**config.mk**
```make
export PLATFORM = sky130hd
export DESIGN_NAME = errvec_selector
export DESIGN_NICKNAME = d
export VERILOG_FILES = /design/src/rtl/evs_pkg.sv /design/src/rtl/evs_area.sv /design/src/rtl/evs_sector.sv /design/src/rtl/evs_vecmap.sv /design/src/rtl/errvec_selector.sv
export SDC_FILE = /design/constraint.sdc
export NUM_CORES = 2
export LEC_CHECK = 0
export BUFFER_PORTS_ARGS = -buffer_cell sky130_fd_sc_hd__buf_2
export CORE_ASPECT_RATIO = 1.5
export CORE_MARGIN = 10
export CORE_UTILIZATION = 40
export CTS_BUF_LIST = sky130_fd_sc_hd__clkbuf_4 sky130_fd_sc_hd__clkbuf_8
export CTS_CLUSTER_DIAMETER = 50
export DETAILED_ROUTE_END_ITERATION = 12
export GPL_TIMING_DRIVEN = 0
export SLEW_MARGIN = 40
export SYNTH_ARGS = -nofsm -noshare
export SYNTH_HDL_FRONTEND = slang
export SYNTH_SLANG_ARGS = --single-unit
```
**constraint.sdc**
```tcl
create_clock -name clk -period 17.4 [get_ports clk]
set_input_delay 1.74 -clock clk [delete_from_list [all_inputs] [get_ports clk]]
set_output_delay 1.74 -clock clk [all_outputs]
set_load 0.02 [all_outputs]
```
**src/rtl/evs_pkg.sv**
```systemverilog
package evs_pkg;

    typedef enum logic [1:0] {
        AREA_INNER = 2'd0,
        AREA_BAND  = 2'd1,
        AREA_OUTER = 2'd2
    } area_e;

    localparam int SECT_W = 4;
    localparam int VEC_W  = 5;

    localparam logic [VEC_W-1:0] BASE_MED = 5'd8;
    localparam logic [VEC_W-1:0] BASE_LRG = 5'd15;
    localparam logic [VEC_W-1:0] BASE_CHG = 5'd1;
    localparam logic [VEC_W-1:0] BASE_DIS = 5'd21;

    typedef struct packed {
        area_e              area;
        logic [SECT_W-1:0]  sector;
        logic [VEC_W-1:0]   vec;
        logic               zero;
    } sel_t;

    // Merge two neighbouring 30-degree sectors into one 60-degree sector.
    function automatic logic [SECT_W-1:0] fold_to_six(input logic [SECT_W-1:0] s12);
        return (s12 + 4'd1) >> 1;
    endfunction

    // Position inside a folded quadrant: 0 below 30 deg, 1 up to 60 deg, 2 above.
    function automatic logic [1:0] sub_region(input logic below30, input logic below60);
        return below30 ? 2'd0 : (below60 ? 2'd1 : 2'd2);
    endfunction

endpackage

```
**src/rtl/evs_area.sv**
```systemverilog
module evs_area
    import evs_pkg::*;
#(
    parameter int W         = 16,
    parameter int INNER_RAD = 64
) (
    input  logic [W-1:0] ax,
    input  logic [W-1:0] bx,
    input  logic [W-1:0] outer_rad,
    output area_e        area
);
    localparam int MW = 2*W + 1;
    localparam logic [MW-1:0] INNER_SQ = MW'(INNER_RAD * INNER_RAD);

    logic [2*W-1:0] sq_a, sq_b, sq_out;
    logic [MW-1:0]  mag_sq;

    always_comb begin
        sq_a   = ax * ax;
        sq_b   = bx * bx;
        sq_out = outer_rad * outer_rad;
        mag_sq = MW'(sq_a) + MW'(sq_b);
        if (mag_sq < INNER_SQ)
            area = AREA_INNER;
        else if (mag_sq >= MW'(sq_out))
            area = AREA_OUTER;
        else
            area = AREA_BAND;
    end
endmodule

```
**src/rtl/evs_sector.sv**
```systemverilog
module evs_sector
    import evs_pkg::*;
#(
    parameter int W         = 16,
    parameter int TAN30_Q15 = 18919
) (
    input  logic [W-1:0]      ax,
    input  logic [W-1:0]      bx,
    input  logic              a_neg,
    input  logic              b_neg,
    output logic [SECT_W-1:0] sector12
);
    localparam int PW = W + 16;

    logic [PW-1:0] ax_sh, bx_sh, ax_t, bx_t;
    logic          lo30_le, lo30_lt, lo60_le, lo60_lt;
    logic          a_zero;
    logic [1:0]    t_le, t_lt;

    always_comb begin
        ax_sh   = PW'(ax) << 15;
        bx_sh   = PW'(bx) << 15;
        ax_t    = PW'(ax) * PW'(TAN30_Q15);
        bx_t    = PW'(bx) * PW'(TAN30_Q15);
        lo30_le = bx_sh <= ax_t;
        lo30_lt = bx_sh <  ax_t;
        lo60_le = bx_t  <= ax_sh;
        lo60_lt = bx_t  <  ax_sh;
        t_le    = sub_region(lo30_le, lo60_le);
        t_lt    = sub_region(lo30_lt, lo60_lt);
        a_zero  = (ax == '0);

        // Quadrants are split so that an exact axis angle falls into
        // the lower-numbered neighbouring sector.
        if (!b_neg && !a_neg)
            sector12 = 4'd1 + SECT_W'(t_le);
        else if (!b_neg)
            sector12 = 4'd6 - SECT_W'(t_lt);
        else if (a_neg || a_zero)
            sector12 = 4'd7 + SECT_W'(t_le);
        else
            sector12 = 4'd12 - SECT_W'(t_lt);
    end
endmodule

```
**src/rtl/evs_vecmap.sv**
```systemverilog
module evs_vecmap
    import evs_pkg::*;
(
    input  area_e             area,
    input  logic [SECT_W-1:0] sector12,
    input  logic              balanced,
    input  logic              charge,
    output sel_t              res
);
    logic [SECT_W-1:0] s6;
    logic [SECT_W-1:0] pair_idx;

    always_comb begin
        s6       = fold_to_six(sector12);
        pair_idx = (sector12 - 4'd1) >> 1;
        res.area = area;
        if (area == AREA_INNER) begin
            res.sector = '0;
            res.vec    = '0;
            res.zero   = 1'b1;
        end else if (balanced) begin
            res.sector = sector12;
            res.vec    = (sector12[0] ? BASE_LRG : BASE_MED) + VEC_W'(pair_idx);
            res.zero   = 1'b0;
        end else begin
            res.sector = s6;
            res.vec    = (charge ? BASE_CHG : BASE_DIS) + VEC_W'(s6 - 4'd1);
            res.zero   = 1'b0;
        end
    end
endmodule

```
**src/rtl/errvec_selector.sv**
```systemverilog
module errvec_selector
    import evs_pkg::*;
#(
    parameter int W         = 16,
    parameter int INNER_RAD = 64,
    parameter int TAN30_Q15 = 18919
) (
    input  logic                clk,
    input  logic                rst,
    input  logic                in_valid,
    input  logic signed [W-1:0] err_alpha,
    input  logic signed [W-1:0] err_beta,
    input  logic [W-1:0]        outer_rad,
    input  logic                np_balanced,
    input  logic                cap_charge,
    output logic                out_valid,
    output logic [1:0]          out_area,
    output logic [SECT_W-1:0]   out_sector,
    output logic [VEC_W-1:0]    out_vec,
    output logic                out_zero
);
    logic [W-1:0]      ax, bx;
    logic              a_neg, b_neg;
    area_e             area;
    logic [SECT_W-1:0] sector12;
    sel_t              next_res, res_q;

    always_comb begin
        a_neg = err_alpha[W-1];
        b_neg = err_beta[W-1];
        ax    = a_neg ? W'(-err_alpha) : W'(err_alpha);
        bx    = b_neg ? W'(-err_beta)  : W'(err_beta);
    end

    evs_area #(.W(W), .INNER_RAD(INNER_RAD)) u_area (
        .ax(ax), .bx(bx), .outer_rad(outer_rad), .area(area)
    );

    evs_sector #(.W(W), .TAN30_Q15(TAN30_Q15)) u_sector (
        .ax(ax), .bx(bx), .a_neg(a_neg), .b_neg(b_neg), .sector12(sector12)
    );

    evs_vecmap u_map (
        .area(area), .sector12(sector12), .balanced(np_balanced),
        .charge(cap_charge), .res(next_res)
    );

    always_ff @(posedge clk) begin
        if (rst) begin
            out_valid <= 1'b0;
            res_q     <= '0;
        end else begin
            out_valid <= in_valid;
            if (in_valid)
                res_q <= next_res;
        end
    end

    assign out_area   = res_q.area;
    assign out_sector = res_q.sector;
    assign out_vec    = res_q.vec;
    assign out_zero   = res_q.zero;
endmodule

```
# Yosys cells after proc, flatten, opt, wreduce, memory -nomap -nowiden
# Index checks and enable logic that the tools add are counted.
# totals
inputBits	53
regBits	13
output_inout_bits	13
word_cells	49
# op_classes
multipliers	5
magnitude_cmp	6
reduce_logical	6
n_addsub	12
n_mux	15
# ops
op	n
$mul A16 B16 Y32	3
$le A31 B31 Y1	2
$lt A31 B31 Y1	2
$mul A16 B15 Y31 const B	2
$add A32 B32 Y33	1
$ge A33 B32 Y1	1
$lt A33 B13 Y1 const B	1
$mux W16	2
$neg A16 Y16	2
$mux W10	2
$logic_not A16 Y1	1
$mux W2	6
$mux W4	3
$add A5 B3 Y5	1
$add A5 B5 Y5	1
$mux W5	1
$add A3 B2 Y4 const A	1
$add A4 B1 Y4 const B	1
$sub A3 B1 Y4 const B	1
$sub A3 B2 Y4 const A	1
$sub A3 B3 Y4 const A	1
$sub A4 B1 Y4 const B	1
$add A1 B2 Y3 const A	1
$mux W3	1
4 further kinds	5

# Logic depth before layout (Yosys ltp)
# depth
depth_word	15
depth_mapped	58
depth_no_buf	56

# Modules after synthesis
# From an unflattened synthesis, not the netlist that was laid out.
# hier_totals
cells_unflattened	3715
area_unflattened_um2	34257.9
# by_module_without_submodules
mod	seq_area_each_um2	cells_each	area_each_um2	n_inst
evs_area	0.0	2544	23151.0	1
evs_sector	0.0	990	9565.4	1
errvec_selector	260.2	129	1144.8	1
evs_vecmap	0.0	52	396.6	1

# Worst setup path before layout
# No wires, ideal clock.
# synth_timing
kind	in2reg
from	in err_beta[4]
to	reg res_q (netlist bit out_vec[2])
t_arrival_ns	13.091
path_slack_ns	4.252
setup_time_ns	0.058
n_path_buf	0
stages	46
path_cell_list	nor3_1 nand2_1 or3_1 or3_1 o31a_1 xor2_1 clkinv_1 fa_1 inv_1 ha_1 inv_1 fa_1 fa_1 fa_1 fa_1 inv_1 ha_1 a2111oi_0 (+10 left out) ha_1 nand4_1 nor2_1 or4b_1 nand3_1 a21oi_1 or3_2 ha_1 inv_1 mux2i_1 o21ai_0 ha_1 xnor2_1 ha_1 a21oi_1 fa_1 a21oi_1 a22o_2
# synth_via
elab_chain_cells	15
# synth_lines
element	line	text
start: declaration	errvec_selector.sv:12	input logic signed [W-1:0] err_beta,
$neg A16 Y16	errvec_selector.sv:32	bx = b_neg ? W'(-err_beta) : W'(err_beta);
$mux W16 (*)	errvec_selector.sv:32	
$mul A16 B15 Y31	evs_sector.sv:24	bx_t = PW'(bx) * PW'(TAN30_Q15);
$lt A31 B31 Y1 / $le A31 B31 Y1 (equally long branches)	evs_sector.sv:28, evs_sector.sv:27	
$mux W2 (2 in a row)	evs_pkg.sv:31	return below30 ? 2'd0 : (below60 ? 2'd1 : 2'd2);
$sub A3 B3 Y4 / $add A3 B2 Y4 (equally long branches)	evs_sector.sv:42, evs_sector.sv:40	
$mux W4	evs_sector.sv:39	else if (a_neg || a_zero)
$mux W4	evs_sector.sv:37	else if (!b_neg)
$mux W4	evs_sector.sv:35	if (!b_neg && !a_neg)
$add A4 B1 Y4	evs_pkg.sv:26	return (s12 + 4'd1) >> 1;
$sub A3 B1 Y4	evs_vecmap.sv:27	res.vec = (charge ? BASE_CHG : BASE_DIS) + VEC_W'(s6 - 4'd1);
$add A5 B5 Y5	evs_vecmap.sv:27	
$mux W10	evs_vecmap.sv:21	end else if (balanced) begin
$mux W10 (*)	evs_vecmap.sv:17	if (area == AREA_INNER) begin
end signal: assignment	errvec_selector.sv:55	res_q <= next_res;
end: declaration	errvec_selector.sv:26	sel_t next_res, res_q;
# Every way passes the cells marked *; elsewhere a longest branch is shown, timed or not.
# A chain may end at the register's enable or synchronous reset.

# Final worst setup path
# layout_timing
from	in err_alpha[0]
to	reg res_q (netlist bit out_vec[2])
# layout_via
elab_chain_cells	14
# layout_lines
element	line	text
start: declaration	errvec_selector.sv:11	input logic signed [W-1:0] err_alpha,
$neg A16 Y16	errvec_selector.sv:31	ax = a_neg ? W'(-err_alpha) : W'(err_alpha);
$mux W16 (*)	errvec_selector.sv:31	
$mul A16 B15 Y31 (tied with other cells)	evs_sector.sv:23	ax_t = PW'(ax) * PW'(TAN30_Q15);
$lt A31 B31 Y1 (tied with other cells)	evs_sector.sv:26	lo30_lt = bx_sh < ax_t;
$mux W2	evs_pkg.sv:31	
$sub A3 B3 Y4 / $add A3 B2 Y4 (equally long branches)	evs_sector.sv:42, evs_sector.sv:40	
$mux W4	evs_sector.sv:39	
$mux W4	evs_sector.sv:37	
$mux W4	evs_sector.sv:35	
$add A4 B1 Y4	evs_pkg.sv:26	
$sub A3 B1 Y4	evs_vecmap.sv:27	
$add A5 B5 Y5	evs_vecmap.sv:27	
$mux W10	evs_vecmap.sv:21	
$mux W10 (*)	evs_vecmap.sv:17	
# Marked as above.

==> flow_summary.yaml <==
layout:
  syn_to_final_growth_pct: 7.11
  final_util: 0.431
  final-seq-area_um2: 260
  drive_gt1_frac: 0.0561
  stdcell_count: 4921
  fin_nets: 5192
  nFillCells: 8286
  diodes: 0
  multiInputGateArea_um2: 29500
detailed_routing:
  vias_per_cell: 5.02
  met2_length_mm: 49.1
  route.detailed.drc: 0
  wl_met1_mm: 34.5
  firstDrtPassIters: 5
  vias: 24700
  dr_wl_met3_mm: 2.79
  wirelength_mm: 91.2
  wire_per_inst_um: 18.5
  maxUsedRoutingLayer: "met5"
  drtIter0Drc: 1093
  postRouteAntennaNets: 0
place:
  place_inst: 4917
  place.port_buffers: 65
  gp_congestion: 0.924
  place_hpwl_mm: 81.6
logic_synthesis:
  synthCells: 3674
  yosysMostFrequentCell: "inv_1"
  yosysWarnings: 0
  synth_async_sr_flop_share: 0
  synth-edff-count: 0
  synth.area.top_cells: "fa_1, ha_1, inv_1, nand2_1, xnor2_1"
  synth-seq-area-share: 0.00772
  avgSynthCellArea_um2: 9.18
  syn_area_um2: 33700
  synth_commonest_cells: "inv_1, fa_1, ha_1"
  ys_types: 84
  ys_seq_elements: 13
  ys.flop_type: "dfxtp_1"
  synth_top_cell_by_area: "fa_1"
  synth_top_area_share: 0.419
global_route:
  grt_pass1_wl_mm: 147
  grt_pass1_vias: 27500
  antenna_found_initial: 1
  overflow: 0
  grt.total_usage: 0.193
  grt_max_degree: 18
setup_path:
  arrival_ns: 15.96
  endpoint_kind: "flop"
  cp_common_cell: "ha_1"
  critPathSlowestCell: "clkinv_1"
  critPathKind: "primary input to flop"
  max_stage_delay_ns: 0.64
  worstPathMaxFanout: 16
  required_ns: 17.53
  setup.worst_path.start_class: "primary input"
timing:
  setup_viol: 0
  fmax_ghz: 0.0632
  period_minus_slack_ns: 15.83
  setup_tns_ns: 0
  slew_headroom: 0.420
  slew_viol_final: 0
  rsz0062_at_grt: "no"
  min_period_over_period: 0.910
  clock_skew_ns: 0
  hold_viol_final: 0
  worst_slew_pin_slew_ns: 0.870
cts:
  numCtsBuffers: 3
  cts_tree: "yes"
  postCtsSetupBuffers: 0
  clkSinkCount: 13
  post_cts_resized: 0
  clk-insertion-delay-late_ns: 0.24
  clockBufferDepth: 2
  htree_levels: 1
  ctsHoldBuffers: 0
  cts-root-buf: "clkbuf_8"
  clk_pin_slew_ns: 0.05
die:
  initial_core_util: 0.402
  num_rows: 130
  io_pins: 66
  dieArea_um2: 96500
  coreArea_um2: 83800
  die_w_um: 257
  die_y_um: 376
job:
  drv_cap: 0
worst_hold_path:
  hp-class: "flop to flop"
status:
  status: "complete, no violations"
## state kept, by name, summed over array words and instances, names as in the netlist
| register | flops |
|---|---|
| out_sector | 4 |
| out_area | 2 |
| out_zero | 1 |
| out_vec | 5 |
| out_valid | 1 |
## cell usage in the layout, fill, tap and decap left out, types with 6 or more instances in the layout
cell,instances
mux2i_1,8
nor3_1,17
a31oi_1,11
buf_2,72
a21oi_1,96
nand4b_1,7
o21bai_1,11
clkbuf_1,25
ha_1,634
dfxtp_1,13
a31o_2,7
and3_1,6
nand2_1,243
xnor2_2,14
fa_1,705
nor2b_1,19
buf_6,10
nor4_1,8
and2_1,66
conb_1,25
inv_1,1055
or3_1,16
nor2_1,167
a211o_1,10
o21a_1,29
xnor2_1,79
o31ai_1,14
buf_4,21
a211oi_1,18
nand4_1,16
nand2b_1,22
o211ai_1,12
a21o_1,43
xor2_1,40
o21ai_0,73
o31a_1,6
or2_2,26
nand3_1,30
clkbuf_2,8
## cells by family (layout without fill, tap and decap cells)
family                     after synthesis  count (layout)  synth area share
AOI/OAI and AO/OA                      383             383            0.0761
xor gates and xnor gates               140             140            0.0366
adders and majority gates             1339            1339             0.654
buffers and inverters                 1109            1211             0.125
DFF                                     13              13           0.00772
muxes                                   12              12           0.00371
other                                    2              25          0.000223
and+or+nand+nor                        676             676            0.0966
## path summary, 6_finish.rpt
kind                 start       endpoint  slack (ns)  cells after the start
max           err_alpha[0]     out_vec[2]        1.57                     55
max reg2reg  out_sector[0]  out_sector[0]       16.66                      2
min reg2reg    out_area[0]    out_area[0]        0.46                      2
min            out_area[0]    out_area[0]        0.46                      2
## final cells by class
cell class                      instances  area share
Buffer                                 44     0.00641
Clock buffer                            4     0.00135
Inverter                             1065       0.111
Multi-Input combinational cell       2575       0.818
Sequential cell                        13     0.00721
Tap cell                             1122      0.0389
Timing Repair Buffer                   98      0.0171
## through the flow
step / worst slack, ns / hold slack, ns / instance area [um2]
finish: 1.57 / 0.462 / 36100
global route: 0.917 / 0.478 / 36100
CTS: 1.62 / 0.467 / 36100
detailed placement: 1.41 / 0.454 / 36100
global placement: -0.997 / 0.451 / 35500
floorplan: 4.25 / 0.536 / 33800
## worst max-delay path, delay by kind of cell
kind | cells | cell delay [ns]
buf+inv | 10 | 2.97
simple gates | 11 | 2.20
compound gates | 17 | 3.79
mux | 1 | 0.12
fa+ha+maj | 13 | 4.54
xor+xnor | 3 | 0.52
## routing by layer
layer  GRT usage  vias up
met4      0.0833        2
li1            -    11500
met5           0        -
met2       0.368      504
met1       0.214    12500
met3      0.0151      204
Power is left out: the tool's default activity adds up to more than one toggle a clock period on the data nets, which glitch-free logic cannot reach.
